File: src/rtl/rxq_pkg.sv
package rxq_pkg;
    parameter int RXQ_DW = 8;

    typedef struct packed {
        logic [RXQ_DW-1:0] data;
        logic              perr;
        logic              ferr;
    } rxq_entry_t;
endpackage

File: src/rtl/rxq_store.sv
module rxq_store
    import rxq_pkg::*;
#(
    parameter int DEPTH = 4,
    localparam int CW = $clog2(DEPTH + 1),
    localparam int AW = (DEPTH > 1) ? $clog2(DEPTH) : 1
) (
    input  logic          clk,
    input  logic          rst_n,
    input  logic          push_req,
    input  logic          pop_req,
    input  rxq_entry_t    wr_entry,
    output rxq_entry_t    head,
    output logic [CW-1:0] level,
    output logic          drop
);
    typedef struct packed {
        rxq_entry_t [DEPTH-1:0] mem;
        logic [AW-1:0]          wp;
        logic [AW-1:0]          rp;
        logic [CW-1:0]          lvl;
    } st_t;

    st_t  st_d, st_q;
    logic pop, acc, full;

    function automatic logic [AW-1:0] nxt(input logic [AW-1:0] p);
        return (p == AW'(DEPTH - 1)) ? '0 : p + 1'b1;
    endfunction

    always_comb begin
        st_d = st_q;
        full = (st_q.lvl == CW'(DEPTH));
        pop  = pop_req & (st_q.lvl != '0);
        acc  = push_req & (~full | pop);
        drop = push_req & full & ~pop;
        if (acc) begin
            st_d.mem[st_q.wp] = wr_entry;
            st_d.wp           = nxt(st_q.wp);
        end
        if (pop) begin
            st_d.rp = nxt(st_q.rp);
        end
        st_d.lvl = st_q.lvl + CW'(acc) - CW'(pop);
    end

    always_ff @(posedge clk) begin
        if (!rst_n) st_q <= '0;
        else        st_q <= st_d;
    end

    assign head  = st_q.mem[st_q.rp];
    assign level = st_q.lvl;
endmodule

File: src/rtl/rxq_flags.sv
module rxq_flags (
    input  logic clk,
    input  logic rst_n,
    input  logic nonempty,
    input  logic head_perr,
    input  logic head_ferr,
    input  logic drop,
    input  logic err_clr,
    input  logic rx_int_en,
    input  logic rdy_int_inhibit,
    input  logic aux_cause,
    output logic perr_flag,
    output logic ferr_flag,
    output logic ovr_flag,
    output logic irq,
    output logic dma_req
);
    typedef struct packed {
        logic perr;
        logic ferr;
        logic ovr;
    } flg_t;

    flg_t flg_d, flg_q;
    logic live_perr, live_ferr, any_err;

    always_comb begin
        live_perr  = nonempty & head_perr;
        live_ferr  = nonempty & head_ferr;
        flg_d.perr = (flg_q.perr & ~err_clr) | live_perr;
        flg_d.ferr = (flg_q.ferr & ~err_clr) | live_ferr;
        flg_d.ovr  = (flg_q.ovr  & ~err_clr) | drop;
    end

    always_ff @(posedge clk) begin
        if (!rst_n) flg_q <= '0;
        else        flg_q <= flg_d;
    end

    assign perr_flag = flg_q.perr | live_perr;
    assign ferr_flag = flg_q.ferr | live_ferr;
    assign ovr_flag  = flg_q.ovr;
    assign any_err   = perr_flag | ferr_flag | ovr_flag;
    assign dma_req   = nonempty & ~any_err;
    assign irq       = rx_int_en & ((nonempty & ~rdy_int_inhibit) | any_err | aux_cause);
endmodule

File: src/rtl/rx_fifo_status.sv
module rx_fifo_status
    import rxq_pkg::*;
#(
    parameter int DEPTH = 4,
    localparam int CW = $clog2(DEPTH + 1)
) (
    input  logic              clk,
    input  logic              rst_n,
    input  logic              chr_vld,
    input  logic [RXQ_DW-1:0] chr_data,
    input  logic              chr_perr,
    input  logic              chr_ferr,
    input  logic              rd_stb,
    input  logic              err_clr,
    input  logic              rx_int_en,
    input  logic              rdy_int_inhibit,
    input  logic              aux_cause,
    output logic [RXQ_DW-1:0] rd_data,
    output logic              rd_perr,
    output logic              rd_ferr,
    output logic              data_rdy,
    output logic              perr_flag,
    output logic              ferr_flag,
    output logic              ovr_flag,
    output logic              irq,
    output logic              dma_req
);
    rxq_entry_t    wr_entry, head;
    logic [CW-1:0] level;
    logic          drop;

    assign wr_entry = '{data: chr_data, perr: chr_perr, ferr: chr_ferr};

    rxq_store #(.DEPTH(DEPTH)) u_store (
        .clk      (clk),
        .rst_n    (rst_n),
        .push_req (chr_vld),
        .pop_req  (rd_stb),
        .wr_entry (wr_entry),
        .head     (head),
        .level    (level),
        .drop     (drop)
    );

    assign data_rdy = (level != '0);
    assign rd_data  = head.data;
    assign rd_perr  = head.perr;
    assign rd_ferr  = head.ferr;

    rxq_flags u_flags (
        .clk             (clk),
        .rst_n           (rst_n),
        .nonempty        (data_rdy),
        .head_perr       (head.perr),
        .head_ferr       (head.ferr),
        .drop            (drop),
        .err_clr         (err_clr),
        .rx_int_en       (rx_int_en),
        .rdy_int_inhibit (rdy_int_inhibit),
        .aux_cause       (aux_cause),
        .perr_flag       (perr_flag),
        .ferr_flag       (ferr_flag),
        .ovr_flag        (ovr_flag),
        .irq             (irq),
        .dma_req         (dma_req)
    );
endmodule

File: config.mk
export PLATFORM = sky130hd
export DESIGN_NAME = rx_fifo_status
export DESIGN_NICKNAME = d
export VERILOG_FILES = /design/src/rtl/rxq_pkg.sv /design/src/rtl/rxq_store.sv /design/src/rtl/rxq_flags.sv /design/src/rtl/rx_fifo_status.sv
export SDC_FILE = /design/constraint.sdc
export NUM_CORES = 1
export LEC_CHECK = 0
export ABC_AREA = 0
export BUFFER_PORTS_ARGS = -buffer_cell sky130_fd_sc_hd__buf_4
export CAP_MARGIN = 20
export CELL_PAD_IN_SITES_DETAIL_PLACEMENT = 2
export CELL_PAD_IN_SITES_GLOBAL_PLACEMENT = 2
export CORE_ASPECT_RATIO = 1.4
export CORE_MARGIN = 4
export CORE_UTILIZATION = 41
export CTS_BUF_LIST = sky130_fd_sc_hd__clkbuf_4 sky130_fd_sc_hd__clkbuf_8
export CTS_CLUSTER_DIAMETER = 150
export CTS_CLUSTER_SIZE = 20
export DETAILED_ROUTE_END_ITERATION = 12
export GPL_ROUTABILITY_DRIVEN = 0
export HOLD_SLACK_MARGIN = 0.03
export PLACE_DENSITY_LB_ADDON = 0.1
export SLEW_MARGIN = 20
export SYNTH_ARGS = -nofsm -noshare
export SYNTH_HDL_FRONTEND = slang
export SYNTH_HIERARCHICAL = 1
export SYNTH_SLANG_ARGS = --single-unit
File: constraint.sdc
create_clock -name clk -period 5.24 [get_ports clk]
set_clock_uncertainty 0.1 [all_clocks]
set_input_delay 0.524 -clock clk [delete_from_list [all_inputs] [get_ports clk]]
set_output_delay 0.524 -clock clk [all_outputs]
set_load 0.03 [all_outputs]
==> impl_metrics.py <==
metrics = {
    "layout": {
        "antenna_cells": 0,
        "post-route-util_pct": 49.0,
        "most-common-layout-cells": "nand2_1, dfxtp_1, mux2i_1",
        "nNetsFinal": 279,
        "final_common_cell": "nand2_1",
        "regArea_mm2": 0.00100,
        "drive_gt1_share_pct": 23.6,
        "multi_input_area_mm2": 0.00129,
        "syn_to_final_growth_pct": 14.5,
        "fill_cells": 596,
    },
    "routing": {
        "wirelength_um": 5290,
        "vias": 1694,
        "route.detailed.drc": 0,
        "detail_route.wl_per_cell_um": 16.4,
        "drtAntennaViolNets": 0,
        "viasPerCell": 5.26,
        "drt_iter0_drc": 51,
        "drt_pass1_iterations": 3,
    },
    "cts": {
        "clk_path_buf_depth": 2,
        "cts_buffers": 5,
        "clock-root-buffer": "clkbuf_8",
        "htreeDepth": 2,
        "cts_hold_buf": 0,
        "clk_latency_ns": 0.30,
        "cts_setup_buffers": 0,
        "cts_sinks": 50,
        "clk_pin_slew_ns": 0.09,
        "cts_resized": 0,
        "cts_tree": "done",
    },
    "sta": {
        "slew_headroom_pct": 28.4,
        "setup_viol": 0,
        "worst_slew_pin_slew_ns": 1.07,
        "final_hold_viol_count": 0,
        "maxSlewViolCount": 0,
        "hold_ws_ns": 0.361,
        "finalCritPeriodShare_pct": 56.5,
        "finalWorstSetupSlack_ns": 2.28,
        "rsz0062_at_grt": "false",
        "final.min_clock_period_ns": 2.96,
        "fmax_ghz": 0.338,
        "final.setup.tns_ns": 0,
    },
    "synth": {
        "ys.flop_type": "dfxtp_1",
        "yosysSeqAreaShare_pct": 41.8,
        "synth_warnings": 6,
        "synth-seq-cells": 50,
        "synthesis.area_mm2": 0.00240,
        "synth_fp_nets": 252,
        "synthCells": 226,
        "synth_edf_count": 0,
        "synth.avg_cell_area_um2": 10.6,
        "async_flop_share_pct": 0,
        "synth_cell_types": 30,
    },
    "critical_path": {
        "critPathArrivalTime_ns": 3.06,
        "critPathCaptureType": "flop",
        "crit_required_ns": 5.34,
        "cp_max_fo": 6,
        "cp-start-kind": "flop",
        "path_class": "flop to flop",
    },
    "die": {
        "core_mm2": 0.00561,
        "io_pins": 34,
        "fp.dieW_um": 72.6,
        "die_h_um": 98.5,
        "dieArea_mm2": 0.00715,
        "core.rowCount": 32,
        "start_util_pct": 42.8,
    },
    "min_path": {
        "hp-class": "flop to flop",
    },
    "global_route": {
        "overflow": 0,
        "grt_pass1_vias": 1953,
        "grt_pass1_wl_um": 9250,
        "grt_usage_pct": 16.2,
        "antenna_found_initial": 0,
        "grt_start_max_net_pins": 65,
    },
    "status": {
        "status": "finished, final reports clean",
    },
    "placement": {
        "port_buffers": 33,
        "dpl_worst_slack_ns": 2.02,
        "hpwl_um": 3830,
    },
    "power": {
        "peakVddDrop_mv": 0.172,
        "p_leak_nw": 1.08,
        "power_density_mw_per_mm2": 388,
        "p_total_mw": 1.07,
    },
    "job": {
        "cap_violations": 0,
    },
}
==> cell type report <==
type | instances | share of cell area, %
Clock buffer | 7 | 3.28
Tap cell | 68 | 3.10
Clock inverter | 1 | 0.182
Inverter | 8 | 1.09
Timing Repair Buffer | 33 | 9.02
Sequential cell | 50 | 36.5
Multi-Input combinational cell | 155 | 46.9
==> where the power goes <==
part           internal, mW  switching (mW)
clock                 0.112           0.125
combinational         0.160           0.201
sequential            0.418          0.0507
total                 0.690           0.376
==> per-stage QoR <==
step           cells  instance area [µm²]
2_1_floorplan    226                 2400
6_report         322                 2750
4_1_cts          322                 2750
3_5_place_dp     314                 2650
3_3_place_gp     314                 2650
5_1_grt          322                 2750
==> routing by layer <==
| metal | share of wire (%) | GRT usage [%] | vias to the layer above |
|---|---|---|---|
| li1 | - | - | 817 |
| met1 | 40 | 19.0 | 848 |
| met2 | 55 | 30.0 | 23 |
| met3 | 3.1 | 2.35 | 6 |
| met4 | 1.2 | 4.26 | 0 |
| met5 | 0 | 0 | - |
==> worst paths after layout <==
| path | slack [ns] | start | depth (start not counted) | endpoint |
|---|---|---|---|---|
| worst min register to register | 0.36 | u_store/st_q[12] | 2 | u_store/st_q[12] |
| worst max register to register | 2.28 | u_store/level[0] | 9 | u_store/level[2] |
| worst max-delay path | 2.28 | u_store/level[0] | 9 | u_store/level[2] |
| worst min-delay path | 0.36 | u_store/st_q[12] | 2 | u_store/st_q[12] |
==> critical path: stages (launching register included) <==
cell and delay [ns]:
dfxtp_1 0.36, nor4b_4 0.95, nand2b_4 0.32, ha_1 0.13, inv_1 0.04, ha_1 0.18, fa_1 0.37, xnor2_1 0.15
xnor2_1 0.12, and2_1 0.15
==> flip-flops by register name, indices dropped and copies added, names as in the netlist <==
name              flops
u_store/level         3
u_flags/flg_q         2
u_flags/ovr_flag      1
u_store/st_q         44
==> logic make-up after synthesis <==
group	after synthesis	share of synthesized area (%)
buffers and inverters	21	4.59
and+or+nand+nor	85	18.9
DFF	50	41.8
xor gates and xnor gates	2	0.731
AOI/OAI and AO/OA	8	2.56
muxes	52	26.9
adders and majority gates	8	4.49
==> Yosys cell counts (2+ instances only) <==
| cell type | n | area share, % |
|---|---|---|
| nor2_8 | 4 | 3.3 |
| clkbuf_1 | 6 | 0.94 |
| xnor2_1 | 2 | 0.73 |
| a21boi_0 | 2 | 0.63 |
| nand2_1 | 62 | 9.7 |
| inv_1 | 8 | 1.3 |
| buf_2 | 3 | 0.63 |
| mux2i_1 | 42 | 18 |
| nand3_1 | 2 | 0.42 |
| o21ai_0 | 2 | 0.42 |
| mux4_2 | 10 | 9.4 |
| nand2b_1 | 5 | 1.3 |
| dfxtp_1 | 50 | 42 |
| nor2_1 | 2 | 0.31 |
| ha_1 | 7 | 3.7 |
| buf_4 | 3 | 0.94 |
| and2_1 | 3 | 0.78 |
Note: power is estimated with default switching activity, not from simulation.
